==> config.mk <==
export PLATFORM = sky130hd
export DESIGN_NAME = comma_rx_deser
export DESIGN_NICKNAME = d
export VERILOG_FILES = /design/src/rtl/rxdes_pkg.sv /design/src/rtl/rxdes_datapath.sv /design/src/rtl/rxdes_ctrl.sv /design/src/rtl/comma_rx_deser.sv
export SDC_FILE = /design/constraint.sdc
export NUM_CORES = 1
export LEC_CHECK = 0
export BUFFER_PORTS_ARGS = -buffer_cell sky130_fd_sc_hd__buf_2
export CAP_MARGIN = 0
export CORE_AREA = 2 2 46 48
export CTS_CLUSTER_SIZE = 10
export DETAILED_ROUTE_END_ITERATION = 10
export DIE_AREA = 0 0 48 50
export GPL_TIMING_DRIVEN = 0
export HOLD_SLACK_MARGIN = 0.03
export PLACE_DENSITY_LB_ADDON = 0.25
export SYNTH_ARGS = -nofsm -noshare
export SYNTH_HDL_FRONTEND = slang
export SYNTH_SLANG_ARGS = --single-unit
==> constraint.sdc <==
create_clock -name clk -period 3.9 [get_ports clk]
set_clock_uncertainty 0.2 [all_clocks]
set_input_delay 0.39 -clock clk [delete_from_list [all_inputs] [get_ports clk]]
set_output_delay 0.39 -clock clk [all_outputs]
set_load 0.01 [all_outputs]
==> src/rtl/rxdes_pkg.sv <==
package rxdes_pkg;

  // Strobes from the framing control to the datapath
  typedef struct packed {
    logic loadChar;  // capture the assembled window as the output character
    logic flipClk;   // toggle the receive clock phase
  } ctlStrobe_t;

endpackage

==> src/rtl/rxdes_datapath.sv <==
module rxdes_datapath
  import rxdes_pkg::*;
#(
  parameter int CHAR_W = 10,
  parameter int COMMA_W = 7,
  parameter logic [COMMA_W-1:0] COMMA_PAT = 7'b1111100
) (
  input  logic              clk,
  input  logic              rst,
  input  logic              serialIn,
  input  logic              loopIn,
  input  logic              wrapSel,
  input  ctlStrobe_t        strobe,
  output logic              commaNext,
  output logic [CHAR_W-1:0] rxData,
  output logic              commaFlag
);

  localparam int N_PAT = 2;  // true pattern and its complement

  logic              srcBit;
  logic [CHAR_W-2:0] hist;     // older bits, hist[0] is the oldest
  logic [CHAR_W-1:0] nextWin;  // window including the bit sampled now
  logic [N_PAT-1:0]  patHit;

  // Wrap selector in front of the shifter
  always_comb srcBit = wrapSel ? loopIn : serialIn;

  // New bit enters at the top, so bit 0 is the earliest in time
  assign nextWin = {srcBit, hist};

  genvar g;
  generate
    for (g = 0; g < N_PAT; g++) begin : g_pat
      localparam logic [COMMA_W-1:0] PAT = (g == 0) ? COMMA_PAT : ~COMMA_PAT;
      assign patHit[g] = (nextWin[COMMA_W-1:0] == PAT);
    end
  endgenerate

  assign commaNext = |patHit;

  always_ff @(posedge clk) begin
    if (rst) begin
      hist      <= '0;
      rxData    <= '0;
      commaFlag <= 1'b0;
    end else begin
      hist <= nextWin[CHAR_W-1:1];
      if (strobe.loadChar) begin
        rxData    <= nextWin;
        commaFlag <= commaNext;
      end
    end
  end

endmodule

==> src/rtl/rxdes_ctrl.sv <==
module rxdes_ctrl
  import rxdes_pkg::*;
#(
  parameter int CHAR_W = 10
) (
  input  logic       clk,
  input  logic       rst,
  input  logic       alignEn,
  input  logic       commaNext,
  output ctlStrobe_t strobe,
  output logic       rxClkA,
  output logic       rxClkB
);

  localparam int CNT_W = $clog2(CHAR_W);
  localparam logic [CNT_W-1:0] LAST_CNT = CNT_W'(CHAR_W - 1);
  localparam logic [CNT_W-1:0] FLIP_CNT = CNT_W'(CHAR_W / 2 - 1);

  logic [CNT_W-1:0] bitCnt;
  logic             phase;

  // A character closes at the end of the count, or early on a comma when enabled
  always_comb begin
    strobe.loadChar = (bitCnt == LAST_CNT) || (alignEn && commaNext);
    strobe.flipClk  = (bitCnt == FLIP_CNT) && !strobe.loadChar;
  end

  always_ff @(posedge clk) begin
    if (rst) begin
      bitCnt <= '0;
      phase  <= 1'b0;
    end else begin
      bitCnt <= strobe.loadChar ? '0 : bitCnt + 1'b1;
      if (strobe.flipClk) phase <= ~phase;
    end
  end

  assign rxClkA = phase;
  assign rxClkB = ~phase;

endmodule

==> src/rtl/comma_rx_deser.sv <==
module comma_rx_deser
  import rxdes_pkg::*;
#(
  parameter int CHAR_W = 10,
  parameter int COMMA_W = 7,
  parameter logic [COMMA_W-1:0] COMMA_PAT = 7'b1111100
) (
  input  logic              clk,
  input  logic              rst,
  input  logic              serialIn,
  input  logic              loopIn,
  input  logic              wrapSel,
  input  logic              alignEn,
  output logic [CHAR_W-1:0] rxData,
  output logic              rxClkA,
  output logic              rxClkB,
  output logic              commaFlag
);

  ctlStrobe_t strobe;
  logic       commaNext;

  rxdes_datapath #(
    .CHAR_W(CHAR_W), .COMMA_W(COMMA_W), .COMMA_PAT(COMMA_PAT)
  ) u_dp (
    .clk(clk), .rst(rst), .serialIn(serialIn), .loopIn(loopIn),
    .wrapSel(wrapSel), .strobe(strobe), .commaNext(commaNext),
    .rxData(rxData), .commaFlag(commaFlag)
  );

  rxdes_ctrl #(
    .CHAR_W(CHAR_W)
  ) u_ctrl (
    .clk(clk), .rst(rst), .alignEn(alignEn), .commaNext(commaNext),
    .strobe(strobe), .rxClkA(rxClkA), .rxClkB(rxClkB)
  );

endmodule

==> flow_summary.json <==
{
  "run_status": "completed",
  "synth-edff-count": 0,
  "io_pins": 19,
  "drt_first_pass_iters": 4,
  "met2_usage_pct": 28.9,
  "post-cts-setup-buffer-count": 0,
  "worst_pin_slew_ps": 418,
  "r2r_slack_ps": 2110,
  "cts_buffer_depth": 2,
  "yosysTopAreaCell": "dfxtp_1",
  "vias": 799,
  "area_growth_pct": 15.1,
  "dp_hpwl_um": 1350,
  "worstHoldStart": "serialIn",
  "cts_resized": 0,
  "synthFlopType": "dfxtp_1",
  "timing.fmax_mhz": 558,
  "route.detailed.drc": 0,
  "gp_congestion": 0.832,
  "grt_max_degree": 16,
  "syn_inst": 102,
  "r2r_start": "u_dp.hist[3]",
  "fin_tns_setup_ps": 0,
  "fin_crit_sh_pct": 46.0,
  "worstSetupPathType": "flip-flop to flip-flop",
  "route.detailed.wl_per_inst_um": 12.2,
  "cts-buffers-inserted": 3,
  "design_area_mm2": 0.00117,
  "slew_headroom_pct": 72.2,
  "met3_usage_pct": 7.33,
  "rr_worst_depth": 5,
  "critical_path_required_ps": 3920,
  "grt_usage_pct": 18.2,
  "dieArea_mm2": 0.00240,
  "peakVddDrop_uv": 248,
  "yosysSeqAreaShare_pct": 49.1,
  "clkTransAtPathRegs_ps": 140,
  "critPathMaxFanout": 10,
  "fp.dieW_um": 48,
  "diodes": 0,
  "period_needed_ps": 1790,
  "drive_gt1_share_pct": 29.0,
  "place_area_mm2": 0.00114,
  "globalRouteOverflowTotal": 0,
  "io_buffers": 18,
  "endpoint_kind": "flip-flop",
  "setup-violations-final": 0,
  "synth_seq_cells": 25,
  "clock_latency_ps": 320,
  "async_flop_share_pct": 0,
  "power_density_mw_per_mm2": 345,
  "h-tree-depth": 1,
  "synth_top_area_share_pct": 49.1,
  "core_mm2": 0.00190,
  "ys_top_cells_by_area": "dfxtp_1, o21ai_0, nand2b_1",
  "rsz0062_at_grt": "false",
  "final_nets": 134,
  "whs_path_depth": 3,
  "yosysWarnings": 0,
  "synth_nets": 111,
  "grt_first_pass_wirelength_um": 3120,
  "postRouteWirelength_um": 1840,
  "hold_viol_final": 0,
  "ys_types": 32,
  "reg2reg_to": "u_dp.rxData[4]",
  "synth_area_per_cell_um2": 10.0,
  "slew_viol_final": 0,
  "cellLeakagePower_nw": 0.465,
  "hold_end": "u_dp.hist[8]",
  "holdBufCountCts": 0,
  "fp.dieH_um": 50,
  "startpoint_type": "flip-flop",
  "ant_nets": 0,
  "syn_area_mm2": 0.00102,
  "cts.sinks": 25,
  "row_count": 16,
  "viasPerCell": 5.29,
  "drv_cap": 0,
  "critPathArrivalTime_ps": 1810,
  "grt_antenna_before_repair": 0,
  "cts_root_buf": "clkbuf_4",
  "busiest_layer": "met2",
  "cts_tree": "done",
  "grt_pass1_vias": 788,
  "start_util_pct": 53.6,
  "hold_path_class": "primary input to flip-flop",
  "grtUsageMet1_pct": 21.9,
  "drt_iter0_drc": 10
}
flip-flops by register name (all words and copies together), names as in the netlist:
| register | flops |
|---|---|
| u_dp.commaFlag | 1 |
| u_ctrl.rxClkA | 1 |
| u_dp.rxData | 10 |
| u_ctrl.bitCnt | 4 |
| u_dp.hist | 9 |
worst max-delay path, cell delays in order, from the launching register on:
cell and delay [ps]:
dfxtp_1 350, or4_4 540, o22ai_2 200, or2b_4 200, buf_8 150, o21ai_2 60
through the flow:
| step | hold slack (ps) | util [%] | instances | power, mW | worst slack [ps] |
|---|---|---|---|---|---|
| global route | 112 | 61.7 | 151 | 0.423 | 2000 |
| floorplan | 243 | - | 102 | 0.284 | 2260 |
| global placement | 247 | 60.1 | 147 | 0.291 | 2110 |
| finish | 113 | 61.7 | 151 | 0.405 | 2110 |
| detailed placement | 248 | 60.1 | 147 | 0.293 | 2100 |
| CTS | 110 | 61.7 | 151 | 0.408 | 2100 |
layout make-up:
type / instances / area, µm²
Inverter: 3 / 11.3
Timing Repair Buffer: 18 / 90.1
Multi-Input combinational cell: 69 / 474
Clock inverter: 1 / 7.51
Clock buffer: 3 / 22.5
Fill cell: 168 / 728
Sequential cell: 25 / 500
Buffer: 5 / 33.8
Tap cell: 27 / 33.8
how the worst max path moves through the flow:
stage,from,slack (ps),end,cells past startpoint
2_1_floorplan,u_dp.hist[3],2260,u_ctrl.bitCnt[2],5
3_3_place_gp,u_dp.hist[3],2110,u_ctrl.bitCnt[2],5
3_5_place_dp,u_dp.hist[3],2100,u_ctrl.bitCnt[2],5
4_1_cts,u_dp.hist[4],2100,u_dp.rxData[4],5
5_1_grt,u_dp.hist[4],2000,u_dp.rxData[4],5
6_report,u_dp.hist[3],2110,u_dp.rxData[4],5
cell usage in the layout, fill, tap and decap left out:
cell	synthesis	routed
xnor2_1	1	1
o21ai_2	6	6
or2_2	1	1
a21oi_1	1	1
clkinvlp_4	0	1
or4_4	1	1
nor3b_1	1	1
a21oi_2	1	1
buf_2	0	18
ha_1	3	3
a211oi_1	1	1
dfxtp_1	25	25
inv_1	3	3
o31ai_2	1	1
nand2_1	4	4
nand2b_1	9	9
o22ai_1	1	1
o21ai_0	12	12
or2b_4	1	1
nor4b_1	1	1
nor2_1	2	2
nor2b_1	9	9
xor2_1	1	1
mux2i_1	1	1
nand4b_1	1	1
nand4_1	1	1
clkbuf_4	0	3
or4_1	1	1
o22ai_2	1	1
buf_8	1	1
clkbuf_1	3	3
nand4bb_1	1	1
buf_4	1	1
nor3_1	5	5
nand3_1	1	1
per-layer routing:
layer | vias to the layer above | wire [µm]
met3 | 4 | 95
met2 | 23 | 870
met5 | - | 0
met1 | 377 | 854
met4 | 0 | 21
li1 | 395 | -
report_power, final:
group	switching (mW)	internal (mW)	leakage (nW)
Combinational	0.0112	0.0111	0.248
Clock	0.0793	0.0392	0.0139
Sequential	0.00412	0.261	0.203
Total	0.0946	0.311	0.465
Yosys cell counts, drive strengths merged, types with 2 or more instances:
cell	instances
a21oi	2
buf	2
clkbuf	3
dfxtp	25
ha	3
inv	3
nand2	4
nand2b	9
nor2	2
nor2b	9
nor3	5
o21ai	18
o22ai	2
or4	2
kinds of logic (layout without fill, tap and decap cells):
| group | count (synthesis) | count (layout) | synth area share, % |
|---|---|---|---|
| AND/OR/NAND/NOR | 39 | 39 | 23.9 |
| flip-flops | 25 | 25 | 49.1 |
| AO/OA/AOI/OAI | 24 | 24 | 16.2 |
| buffers and inverters | 8 | 30 | 4.42 |
| adder cells (fa/ha/maj) | 3 | 3 | 3.68 |
| XOR/XNOR | 2 | 2 | 1.72 |
| multiplexers | 1 | 1 | 0.982 |
Power figures use the tool's default switching activity.
